## config.mk

```make
export PLATFORM = sky130hd
export DESIGN_NAME = mctimer_top
export DESIGN_NICKNAME = d
export VERILOG_FILES = /design/src/rtl/mctimer_pkg.sv /design/src/rtl/mctimer_rstsync.sv /design/src/rtl/mctimer_presc.sv /design/src/rtl/mctimer_chan.sv /design/src/rtl/mctimer_irq.sv /design/src/rtl/mctimer_top.sv
export SDC_FILE = /design/constraint.sdc
export NUM_CORES = 1
export LEC_CHECK = 0
export ABC_AREA = 1
export CORE_ASPECT_RATIO = 1.25
export CORE_MARGIN = 3
export CORE_UTILIZATION = 57
export CTS_CLUSTER_DIAMETER = 60
export CTS_CLUSTER_SIZE = 12
export DETAILED_ROUTE_END_ITERATION = 6
export PLACE_DENSITY_LB_ADDON = 0.08
export SETUP_SLACK_MARGIN = 0.05
export SYNTH_ARGS = -nofsm -noshare
export SYNTH_HDL_FRONTEND = slang
export SYNTH_SLANG_ARGS = --single-unit
```

## constraint.sdc

```tcl
create_clock -name clk -period 13.4 [get_ports clk]
set_input_delay 2.68 -clock clk [delete_from_list [all_inputs] [get_ports clk]]
set_output_delay 2.68 -clock clk [all_outputs]
set_load 0.01 [all_outputs]
```

## src/rtl/mctimer_pkg.sv

```systemverilog
package mctimer_pkg;

  localparam int unsigned DW = 32;

  // global register slots (reg_addr[3:2] inside group 0)
  localparam logic [1:0] G_MASK = 2'd0;
  localparam logic [1:0] G_RAW  = 2'd1;
  localparam logic [1:0] G_MIS  = 2'd2;
  localparam logic [1:0] G_CLR  = 2'd3;

  // per-channel register slots
  localparam logic [1:0] F_LOAD = 2'd0;
  localparam logic [1:0] F_CNT  = 2'd1;
  localparam logic [1:0] F_CTRL = 2'd2;
  localparam logic [1:0] F_BG   = 2'd3;

  typedef struct packed {
    logic       en;
    logic       periodic;
    logic [1:0] psel;
    logic       w32;
    logic       oneshot;
  } ctrl_t;

  function automatic ctrl_t word_to_ctrl(input logic [DW-1:0] w);
    ctrl_t c;
    c.en       = w[7];
    c.periodic = w[6];
    c.psel     = w[3:2];
    c.w32      = w[1];
    c.oneshot  = w[0];
    return c;
  endfunction

  function automatic logic [DW-1:0] ctrl_to_word(input ctrl_t c);
    logic [DW-1:0] w;
    w      = '0;
    w[7]   = c.en;
    w[6]   = c.periodic;
    w[3:2] = c.psel;
    w[1]   = c.w32;
    w[0]   = c.oneshot;
    return w;
  endfunction

endpackage

```

## src/rtl/mctimer_rstsync.sv

```systemverilog
module mctimer_rstsync #(
  parameter int unsigned STAGES = 2
) (
  input  logic clk,
  input  logic rst_n,
  output logic rst_n_sync
);
  logic [STAGES-1:0] sync_q;

  always_ff @(posedge clk or negedge rst_n) begin
    if (!rst_n) sync_q <= '0;
    else        sync_q <= {sync_q[STAGES-2:0], 1'b1};
  end

  assign rst_n_sync = sync_q[STAGES-1];
endmodule

```

## src/rtl/mctimer_presc.sv

```systemverilog
module mctimer_presc #(
  parameter int unsigned PW = 8
) (
  input  logic       clk,
  input  logic       rst_n,
  input  logic       clr,
  input  logic       tick_en,
  input  logic [1:0] psel,
  output logic       step
);
  logic [PW-1:0] pcnt_q, pcnt_d, lim;

  always_comb begin
    case (psel)
      2'b00:   lim = '0;
      2'b01:   lim = PW'(15);
      default: lim = PW'(255);
    endcase
  end

  assign step = tick_en & ~clr & (pcnt_q == lim);

  always_comb begin
    pcnt_d = pcnt_q;
    if (clr)          pcnt_d = '0;
    else if (tick_en) pcnt_d = step ? '0 : pcnt_q + 1'b1;
  end

  always_ff @(posedge clk or negedge rst_n) begin
    if (!rst_n) pcnt_q <= '0;
    else        pcnt_q <= pcnt_d;
  end

  // a disabled prescaler sits at its start value
  assert_presc_held_R11: assert property (@(posedge clk) disable iff (!rst_n)
    clr |=> (pcnt_q == '0));
endmodule

```

## src/rtl/mctimer_chan.sv

```systemverilog
module mctimer_chan
  import mctimer_pkg::*;
#(
  parameter int unsigned PW = 8
) (
  input  logic          clk,
  input  logic          rst_n,
  input  logic          tick_en,
  input  logic          wr_load,
  input  logic          wr_ctrl,
  input  logic          wr_bg,
  input  logic [DW-1:0] wdata,
  output ctrl_t         ctrl_o,
  output logic [DW-1:0] load_o,
  output logic [DW-1:0] bg_o,
  output logic [DW-1:0] cnt_o,
  output logic          uf_o
);
  localparam logic [DW-1:0] M16 = DW'(32'h0000_FFFF);

  ctrl_t         ctrl_q, ctrl_d;
  logic [DW-1:0] load_q, load_d, bg_q, bg_d, cnt_q, cnt_d;
  logic          done_q, done_d;
  logic [DW-1:0] wmask, cur;
  logic          step, adv, at_zero;

  mctimer_presc #(.PW(PW)) u_presc (
    .clk     (clk),
    .rst_n   (rst_n),
    .clr     (~ctrl_q.en),
    .tick_en (tick_en),
    .psel    (ctrl_q.psel),
    .step    (step)
  );

  assign wmask   = ctrl_q.w32 ? '1 : M16;
  assign cur     = cnt_q & wmask;
  assign at_zero = (cur == '0);
  assign adv     = step & ~done_q;
  assign uf_o    = adv & at_zero & ~wr_load;

  always_comb begin
    ctrl_d = ctrl_q;
    load_d = load_q;
    bg_d   = bg_q;
    cnt_d  = cnt_q;
    done_d = done_q;
    if (adv) begin
      if (!at_zero)              cnt_d = cur - 1'b1;
      else if (ctrl_q.oneshot) begin
        cnt_d  = '0;
        done_d = 1'b1;
      end
      else if (ctrl_q.periodic)  cnt_d = bg_q & wmask;
      else                       cnt_d = wmask;
    end
    if (wr_load) begin
      load_d = wdata;
      cnt_d  = wdata;
      done_d = 1'b0;
    end
    if (wr_ctrl) begin
      ctrl_d = word_to_ctrl(wdata);
      done_d = 1'b0;
    end
    if (wr_bg) bg_d = wdata;
  end

  always_ff @(posedge clk or negedge rst_n) begin
    if (!rst_n) begin
      ctrl_q <= '0;
      load_q <= '0;
      bg_q   <= '0;
      cnt_q  <= '0;
      done_q <= 1'b0;
    end else begin
      ctrl_q <= ctrl_d;
      load_q <= load_d;
      bg_q   <= bg_d;
      cnt_q  <= cnt_d;
      done_q <= done_d;
    end
  end

  assign ctrl_o = ctrl_q;
  assign load_o = load_q;
  assign bg_o   = bg_q;
  assign cnt_o  = cur;

  assert_no_step_no_change_R5: assert property (@(posedge clk) disable iff (!rst_n)
    (!wr_load && !adv) |=> $stable(cnt_q));

  assert_count_down_R5: assert property (@(posedge clk) disable iff (!rst_n)
    (adv && !at_zero && !wr_load) |=> (cnt_q == $past(cur) - 1'b1));

  assert_oneshot_stays_R6: assert property (@(posedge clk) disable iff (!rst_n)
    (done_q && !wr_load && !wr_ctrl) |=> (done_q && $stable(cnt_q)));

  assert_free_wrap_R7: assert property (@(posedge clk) disable iff (!rst_n)
    (adv && at_zero && !wr_load && !ctrl_q.oneshot && !ctrl_q.periodic)
      |=> (cnt_q == $past(wmask)));

  assert_bg_reload_R8: assert property (@(posedge clk) disable iff (!rst_n)
    (adv && at_zero && !wr_load && !ctrl_q.oneshot && ctrl_q.periodic)
      |=> (cnt_q == ($past(bg_q) & $past(wmask))));

  assert_frozen_off_R11: assert property (@(posedge clk) disable iff (!rst_n)
    (!ctrl_q.en && !wr_load) |=> $stable(cnt_q));
endmodule

```

## src/rtl/mctimer_irq.sv

```systemverilog
module mctimer_irq #(
  parameter int unsigned N = 4
) (
  input  logic         clk,
  input  logic         rst_n,
  input  logic         wr_mask,
  input  logic         wr_clr,
  input  logic [N-1:0] wbits,
  input  logic [N-1:0] uf,
  output logic [N-1:0] mask_o,
  output logic [N-1:0] raw_o,
  output logic [N-1:0] mis_o,
  output logic         irq_o
);
  logic [N-1:0] mask_q, mask_d, raw_q, raw_d, clr_bits;

  assign clr_bits = wr_clr ? wbits : '0;

  always_comb begin
    mask_d = wr_mask ? wbits : mask_q;
    raw_d  = (raw_q & ~clr_bits) | uf;
  end

  always_ff @(posedge clk or negedge rst_n) begin
    if (!rst_n) begin
      mask_q <= '0;
      raw_q  <= '0;
    end else begin
      mask_q <= mask_d;
      raw_q  <= raw_d;
    end
  end

  assign mask_o = mask_q;
  assign raw_o  = raw_q;
  assign mis_o  = raw_q & mask_q;
  assign irq_o  = |mis_o;

  assert_raw_set_R10: assert property (@(posedge clk) disable iff (!rst_n)
    (|uf) |=> ((raw_q & $past(uf)) == $past(uf)));

  assert_raw_clear_R10: assert property (@(posedge clk) disable iff (!rst_n)
    wr_clr |=> ((raw_q & $past(wbits & ~uf)) == '0));

  assert_raw_sticky_R10: assert property (@(posedge clk) disable iff (!rst_n)
    !wr_clr |=> ((raw_q & $past(raw_q)) == $past(raw_q)));
endmodule

```

## src/rtl/mctimer_top.sv

```systemverilog
module mctimer_top
  import mctimer_pkg::*;
#(
  parameter int unsigned N_CH = 4,
  parameter int unsigned AW   = 8,
  parameter int unsigned PW   = 8
) (
  input  logic          clk,
  input  logic          rst_n,
  input  logic          tick_en,
  input  logic          reg_wr,
  input  logic [AW-1:0] reg_addr,
  input  logic [31:0]   reg_wdata,
  output logic [31:0]   reg_rdata,
  output logic          irq
);
  localparam int unsigned GW = AW - 4;

  logic            rst_n_i;
  logic [GW-1:0]   grp;
  logic [1:0]      slot;
  logic            glb_hit;
  logic [N_CH-1:0] ch_hit, uf_v, mask_v, raw_v, mis_v;
  logic            unused_addr_lsb;

  ctrl_t         ctrl_a [N_CH];
  logic [DW-1:0] load_a [N_CH];
  logic [DW-1:0] bg_a   [N_CH];
  logic [DW-1:0] cnt_a  [N_CH];

  mctimer_rstsync #(.STAGES(2)) u_rst (
    .clk        (clk),
    .rst_n      (rst_n),
    .rst_n_sync (rst_n_i)
  );

  assign grp             = reg_addr[AW-1:4];
  assign slot            = reg_addr[3:2];
  assign glb_hit         = (grp == '0);
  assign unused_addr_lsb = ^reg_addr[1:0];

  for (genvar i = 0; i < N_CH; i++) begin : g_ch
    assign ch_hit[i] = (grp == GW'(i + 1));

    mctimer_chan #(.PW(PW)) u_chan (
      .clk     (clk),
      .rst_n   (rst_n_i),
      .tick_en (tick_en),
      .wr_load (reg_wr & ch_hit[i] & (slot == F_LOAD)),
      .wr_ctrl (reg_wr & ch_hit[i] & (slot == F_CTRL)),
      .wr_bg   (reg_wr & ch_hit[i] & (slot == F_BG)),
      .wdata   (reg_wdata),
      .ctrl_o  (ctrl_a[i]),
      .load_o  (load_a[i]),
      .bg_o    (bg_a[i]),
      .cnt_o   (cnt_a[i]),
      .uf_o    (uf_v[i])
    );
  end

  mctimer_irq #(.N(N_CH)) u_irq (
    .clk     (clk),
    .rst_n   (rst_n_i),
    .wr_mask (reg_wr & glb_hit & (slot == G_MASK)),
    .wr_clr  (reg_wr & glb_hit & (slot == G_CLR)),
    .wbits   (reg_wdata[N_CH-1:0]),
    .uf      (uf_v),
    .mask_o  (mask_v),
    .raw_o   (raw_v),
    .mis_o   (mis_v),
    .irq_o   (irq)
  );

  always_comb begin
    reg_rdata = '0;
    if (glb_hit) begin
      case (slot)
        G_MASK:  reg_rdata = 32'(mask_v);
        G_RAW:   reg_rdata = 32'(raw_v);
        G_MIS:   reg_rdata = 32'(mis_v);
        default: reg_rdata = '0;
      endcase
    end
    for (int i = 0; i < N_CH; i++) begin
      if (ch_hit[i]) begin
        case (slot)
          F_LOAD:  reg_rdata = load_a[i];
          F_CNT:   reg_rdata = cnt_a[i];
          F_CTRL:  reg_rdata = ctrl_to_word(ctrl_a[i]);
          default: reg_rdata = bg_a[i];
        endcase
      end
    end
  end

  // straight after reset release nothing is pending
  assert_irq_quiet_after_reset_R1: assert property (@(posedge clk)
    (!rst_n_i) |=> !irq);
endmodule

```

Yosys cells after proc, flatten, opt, wreduce, memory -nomap -nowiden:

Index checks and enable logic that the tools add are counted.

* bits in registers: 454
* input bits: 44
* logic and storage cells: 231

* $add $sub $neg: 8
* equal/unequal tests: 19
* muxes and demuxes: 71
* bitwise gates (word level): 59
* reductions and logical operators: 31

Operators by type and width (number)
* $mux W32: 28
* $pmux W32 S3: 4
* $and A32 B32 Y32: 8
* $logic_not A32 Y1: 4
* $sub A32 B1 Y32 const B: 4
* $mux W8: 12
* $pmux W8 S2: 4
* $and A1 B1 Y1: 39
* $reduce_bool A3 Y1: 12
* $add A8 B1 Y8 const B: 4
* $eq A8 B8 Y1: 4
* $mux W1: 20
* $pmux W4 S3: 1
* $reduce_and A3 Y1: 4
* $eq A2 B1 Y1 const B: 5
* $logic_not A2 Y1: 5
* $and A4 B4 Y4: 2
* $eq A4 B2 Y1 const B: 2
* $mux W4: 2
* $ne A2 B2 Y1 const B: 4
* $not A1 Y1: 8
* $reduce_bool A2 Y1: 4
* $eq A2 B2 Y1 const B: 2
* $eq A4 B1 Y1 const B: 1
* other kinds (5): 5

Logic depth before layout (Yosys ltp):

* depth after elaboration: 8
* depth in mapped cells: 13
* mapped depth without buffers: 13

By module:

A second synthesis with hierarchy kept.

* cell total of the unflattened synthesis: 4346
* area total of the unflattened synthesis: 29757.3 um^2

Modules (own cells, without submodules)
* mctimer_chan (g_ch[0].u_chan ...): times used 3, cells each 779, area each 5924.4 um^2, sequential area each 2577.5 um^2
* mctimer_chan (g_ch[3].u_chan): times used 1, cells each 791, area each 5924.4 um^2, sequential area each 2577.5 um^2
* mctimer_top: times used 1, cells each 842, area each 3529.6 um^2, sequential area each 0.0 um^2
* mctimer_presc: times used 4, cells each 81, area each 529.3 um^2, sequential area each 200.2 um^2
* mctimer_irq: times used 1, cells each 49, area each 359.1 um^2, sequential area each 200.2 um^2
* mctimer_rstsync: times used 1, cells each 3, area each 53.8 um^2, sequential area each 50.0 um^2

Least setup slack after synthesis:

Ideal clock, no wire load.

* path type: input-to-output
* start point: input reg_addr[3]
* end point: output reg_rdata[17]
* arrival time: 3.886 ns
* slack: 6.834 ns
* cell stages on the path: 8
* cell sequence: buf_2 -> inv_2 -> nand2_1 -> buf_2 -> buf_1 -> nor2_1 -> o21ai_0 -> o2111ai_1

* cells in the longest elaborated chain, start to end: 6
* elaborated cells between the ends (all ways): 11
* those cells by class: eq/ne (2); mux (8); reduce/logical (1)

Ends and longest elaborated chain
* start, declared: line mctimer_top.sv:12 `input logic [AW-1:0] reg_addr,`
* $eq A2 B2 Y1, or another cell as far along: line mctimer_top.sv:86 `case (slot)`
* $pmux W32 S3: line mctimer_top.sv:86
* $mux W32 (3 in a row): line mctimer_top.sv:85 `if (ch_hit[i]) begin`
* $mux W32 (*): line mctimer_top.sv:85
* end, declared: line mctimer_top.sv:14 `output logic [31:0] reg_rdata,`

Mark *: on every way between the ends. The rest lies on a longest branch, timed or not.

Worst setup path in the final report:

* start point: input reg_addr[2]
* end point: output reg_rdata[15]

Same word-level chain as after synthesis.

==> metrics.txt <==
Sequential Power Share=38.0%; Logic pwr share=about a third; routability cong.=between 1 and 1.5; Worst-Skew Late Latency=roughly 0.6 ns; number of H-tree levels=2; core footprint=roughly 48000 um2; most common cell in the netlist=nand2_1; Routed WL per cell=around 21 um; Worst Path Arrival=between 7 and 8 ns; post-route ant nets=0; Tightest Pin Transition=1.17 ns; ratio of cells with drive above 1 in the final layout=roughly 5.2%; area share of the largest cell type after synthesis=around two fifths; Top Ports=77; Mapped Area=28000 um2; Hold Violations, Final=0; crit share post-route=72.5%; TritonCTS Buffers=48; Area Overhead vs Synth=8.64%; Crit. End Element=output port; Post-Route WL=around 100000 um; Clk Tree Root Cell=clkbuf_16; Seq/Total Area, Yosys=slightly above 40%; count of cell types in the netlist=46; first-pass GRT wire length=154000 um; final setup fails=0; drt via density=just under 6; Synth Instances=4103; clock share of power=~27%; fmax=a little over 100 MHz; top post-synthesis cells by count=nand2_1, inv_1, o21ai_0; critical-path cell list=clkdlybuf4s50_1, inv_2, nand2_4, buf_4, o21ai_0, o21ai_0, o2111ai_1, clkdlybuf4s50_1; DR vias=28100; Sw Share=~40%; total power=between 0.004 and 0.005 W; Max Cap Viol=0; cell family with most CP delay=buffers and inverters; fraction of registers with async set/reset=between 90% and 100%; Mapped Nets=4159; CP peak stage delay=between 1 and 1.5 ns; Post-synth EDFFs=0; P_int=around 0.0029 W; synthesized area per cell=6.82 um2; slew margin rel.=a little over a fifth; CP startpoint kind=input pin; Hold WC Path Type=reg -> reg; cts repair resizes=0; final slew viol count=0; Initial Utilization=around 58%; setup repair after global routing missed its margin=no; outcome=finished, final reports clean; die area=a little over 50000 um2; cell taking the most area after synthesis=dfrtp_1; Fin Setup TNS=0 ns; crit path buf inv count=4; CTS max path bufs=3; maximum vdd drop=around 0.00014 V; metal3 WL=10900 um; Clock Pin Slew Worst Setup and Hold Paths=0.06 ns; Port Buffer Count=74; footprint of the multi-input gates=approximately 14000 um2; DRC violations left=0; std cell rows=90; vias in the first global route=approximately 26000; ys flop type=dfrtp_1; postcts setup bufs=0; critical path class=in -> out; hpwl dp=about 72000 um; GR Util All Layers=between 30% and 40%; pwr dens=~160 nW/um2; CTS Hold Buffers Added=0; Die Y=254 um; largest net degree at the start of global routing=approximately 170; GR Overflow Total=0; critical path data required time=10.72 ns; Synth Register Bits=454; clock skew=~0.013 ns; clock tree sinks=454; CTS tree=yes; Pre-antenna DRT Iters=7; Fillers=between 4000 and 5000; Max Fanout on Critical Path=52; top sig layer=met4; met2 routed WL=about 46000 um; net switching power=a little under 0.002 W; register area=11400 um2; top cells by area, synth=dfrtp_1, nand2_1, o21ai_0; post-route minimum period=~9.7 ns; DIE WIDTH=a little over 200 um; Leakage=~15 nW; critical path's slowest cell=clkdlybuf4s50_1; starting DRC count in detailed routing=around 2800; antenna violations before repair=6; Ys Warns=0; met1 wire length=approximately 40000 um; Nets=a little over 4000
[final cells by class]
class	count	area share, %
multi-input combinational	2960	45.6
sequential	454	37.4
inverter	494	6.10
clock buffer	58	4.31
timing repair buffer	108	3.32
tap	644	2.65
clock inverter	13	0.547
antenna	6	0.0494
[kinds of logic after synthesis]
kind of cell	synth area share (%)
other	0.0134
AND/OR/NAND/NOR	32.2
XOR/XNOR	2.03
AO/OA/AOI/OAI	14.6
flip-flops	40.6
adder cells (fa/ha/maj)	0.537
buffers and inverters	10.0
[path summary, 6_finish.rpt]
path | start | to | slack [ns] | cells after the start
setup / recovery | reg_addr[2] | reg_rdata[15] | 3.69 | 8
hold / removal | u_rst.sync_q[0] | u_rst.sync_q[1] | 0.35 | 0
setup reg to reg | g_ch[3].u_chan.ctrl_o[1] | g_ch[3].u_chan.cnt_q[22] | 10.27 | 11
hold reg to reg | u_rst.sync_q[0] | u_rst.sync_q[1] | 0.35 | 0
max in group asynchronous | u_rst.sync_q[1] | g_ch[3].u_chan.cnt_q[3] | 10.93 | 2
min in group asynchronous | u_rst.sync_q[1] | g_ch[1].u_chan.bg_o[27] | 0.36 | 0
[routing by layer]
metal,vias to the layer above,GRT usage (%)
met5,-,0
met4,0,18.1
met3,250,8.32
met2,1446,61.2
met1,13200,52.0
li1,13200,-
[state kept, by name, indices dropped and copies added, names as in the netlist]
name	flops
g_ch.u_chan.load_o	128
g_ch.u_chan.cnt_q	128
u_irq.raw_o	4
g_ch.u_chan.bg_o	128
u_rst.sync_q	2
g_ch.u_chan.done_q	4
u_irq.mask_o	4
g_ch.u_chan.ctrl_o	24
g_ch.u_chan.u_presc.pcnt_q	32
[power by group through the flow]
stage | sequential, W | combinational, W | clock [W]
detailed placement | 0.00187 | 0.00165 | 0
global placement | 0.00186 | 0.00163 | 0
finish | 0.00186 | 0.00170 | 0.00132
global route | 0.00189 | 0.00190 | 0.00139
floorplan | 0.00182 | 0.00123 | 0
CTS | 0.00185 | 0.00167 | 0.00134
[worst reg2reg max path: stages, from the launching register on]
cell and delay [ns]:
dfrtp_1 1.07, nand2_1 0.39, nand2_2 0.24, nor2_4 0.07
nand2_1 0.10, nor2_2 0.06, nand2_1 0.39, inv_2 0.33
o211ai_1 0.19, nand2_1 0.07, nand2_1 0.07, nand2_1 0.06
[per-stage QoR]
stage | utilization, % | cell area [um2] | std cells | setup WS [ns] | hold WS, ns
CTS | 62.7 | 30400 | 4731 | 3.91 | 0.350
detailed placement | 59.7 | 28900 | 4660 | 3.91 | 0.336
finish | 62.8 | 30400 | 4737 | 3.69 | 0.353
floorplan | - | 28000 | 4103 | 6.00 | 0.331
global route | 62.8 | 30400 | 4735 | 3.64 | 0.352
global placement | 59.7 | 28900 | 4660 | 3.85 | 0.334
[cell usage in the layout, fill, tap and decap left out, types with 8 or more instances in the layout]
cell and n:
ha_1 12, nand4_1 58, o21ai_1 62, nor3_1 12
clkdlybuf4s50_1 74, nand3_1 361, buf_4 33, nor2_4 15
dfrtp_1 453, a21oi_1 66, inv_2 15, o21ai_0 476
nand2_1 1238, inv_1 476, nand2_4 8, xor2_1 54
clkbuf_16 50, o22ai_1 92, o211ai_1 12, nand3b_1 10
xnor2_1 11, o2111ai_1 17, o221ai_1 22, nand2_2 37
nor2_1 346, nor2_2 25
Note: power is estimated with default switching activity, not from simulation.
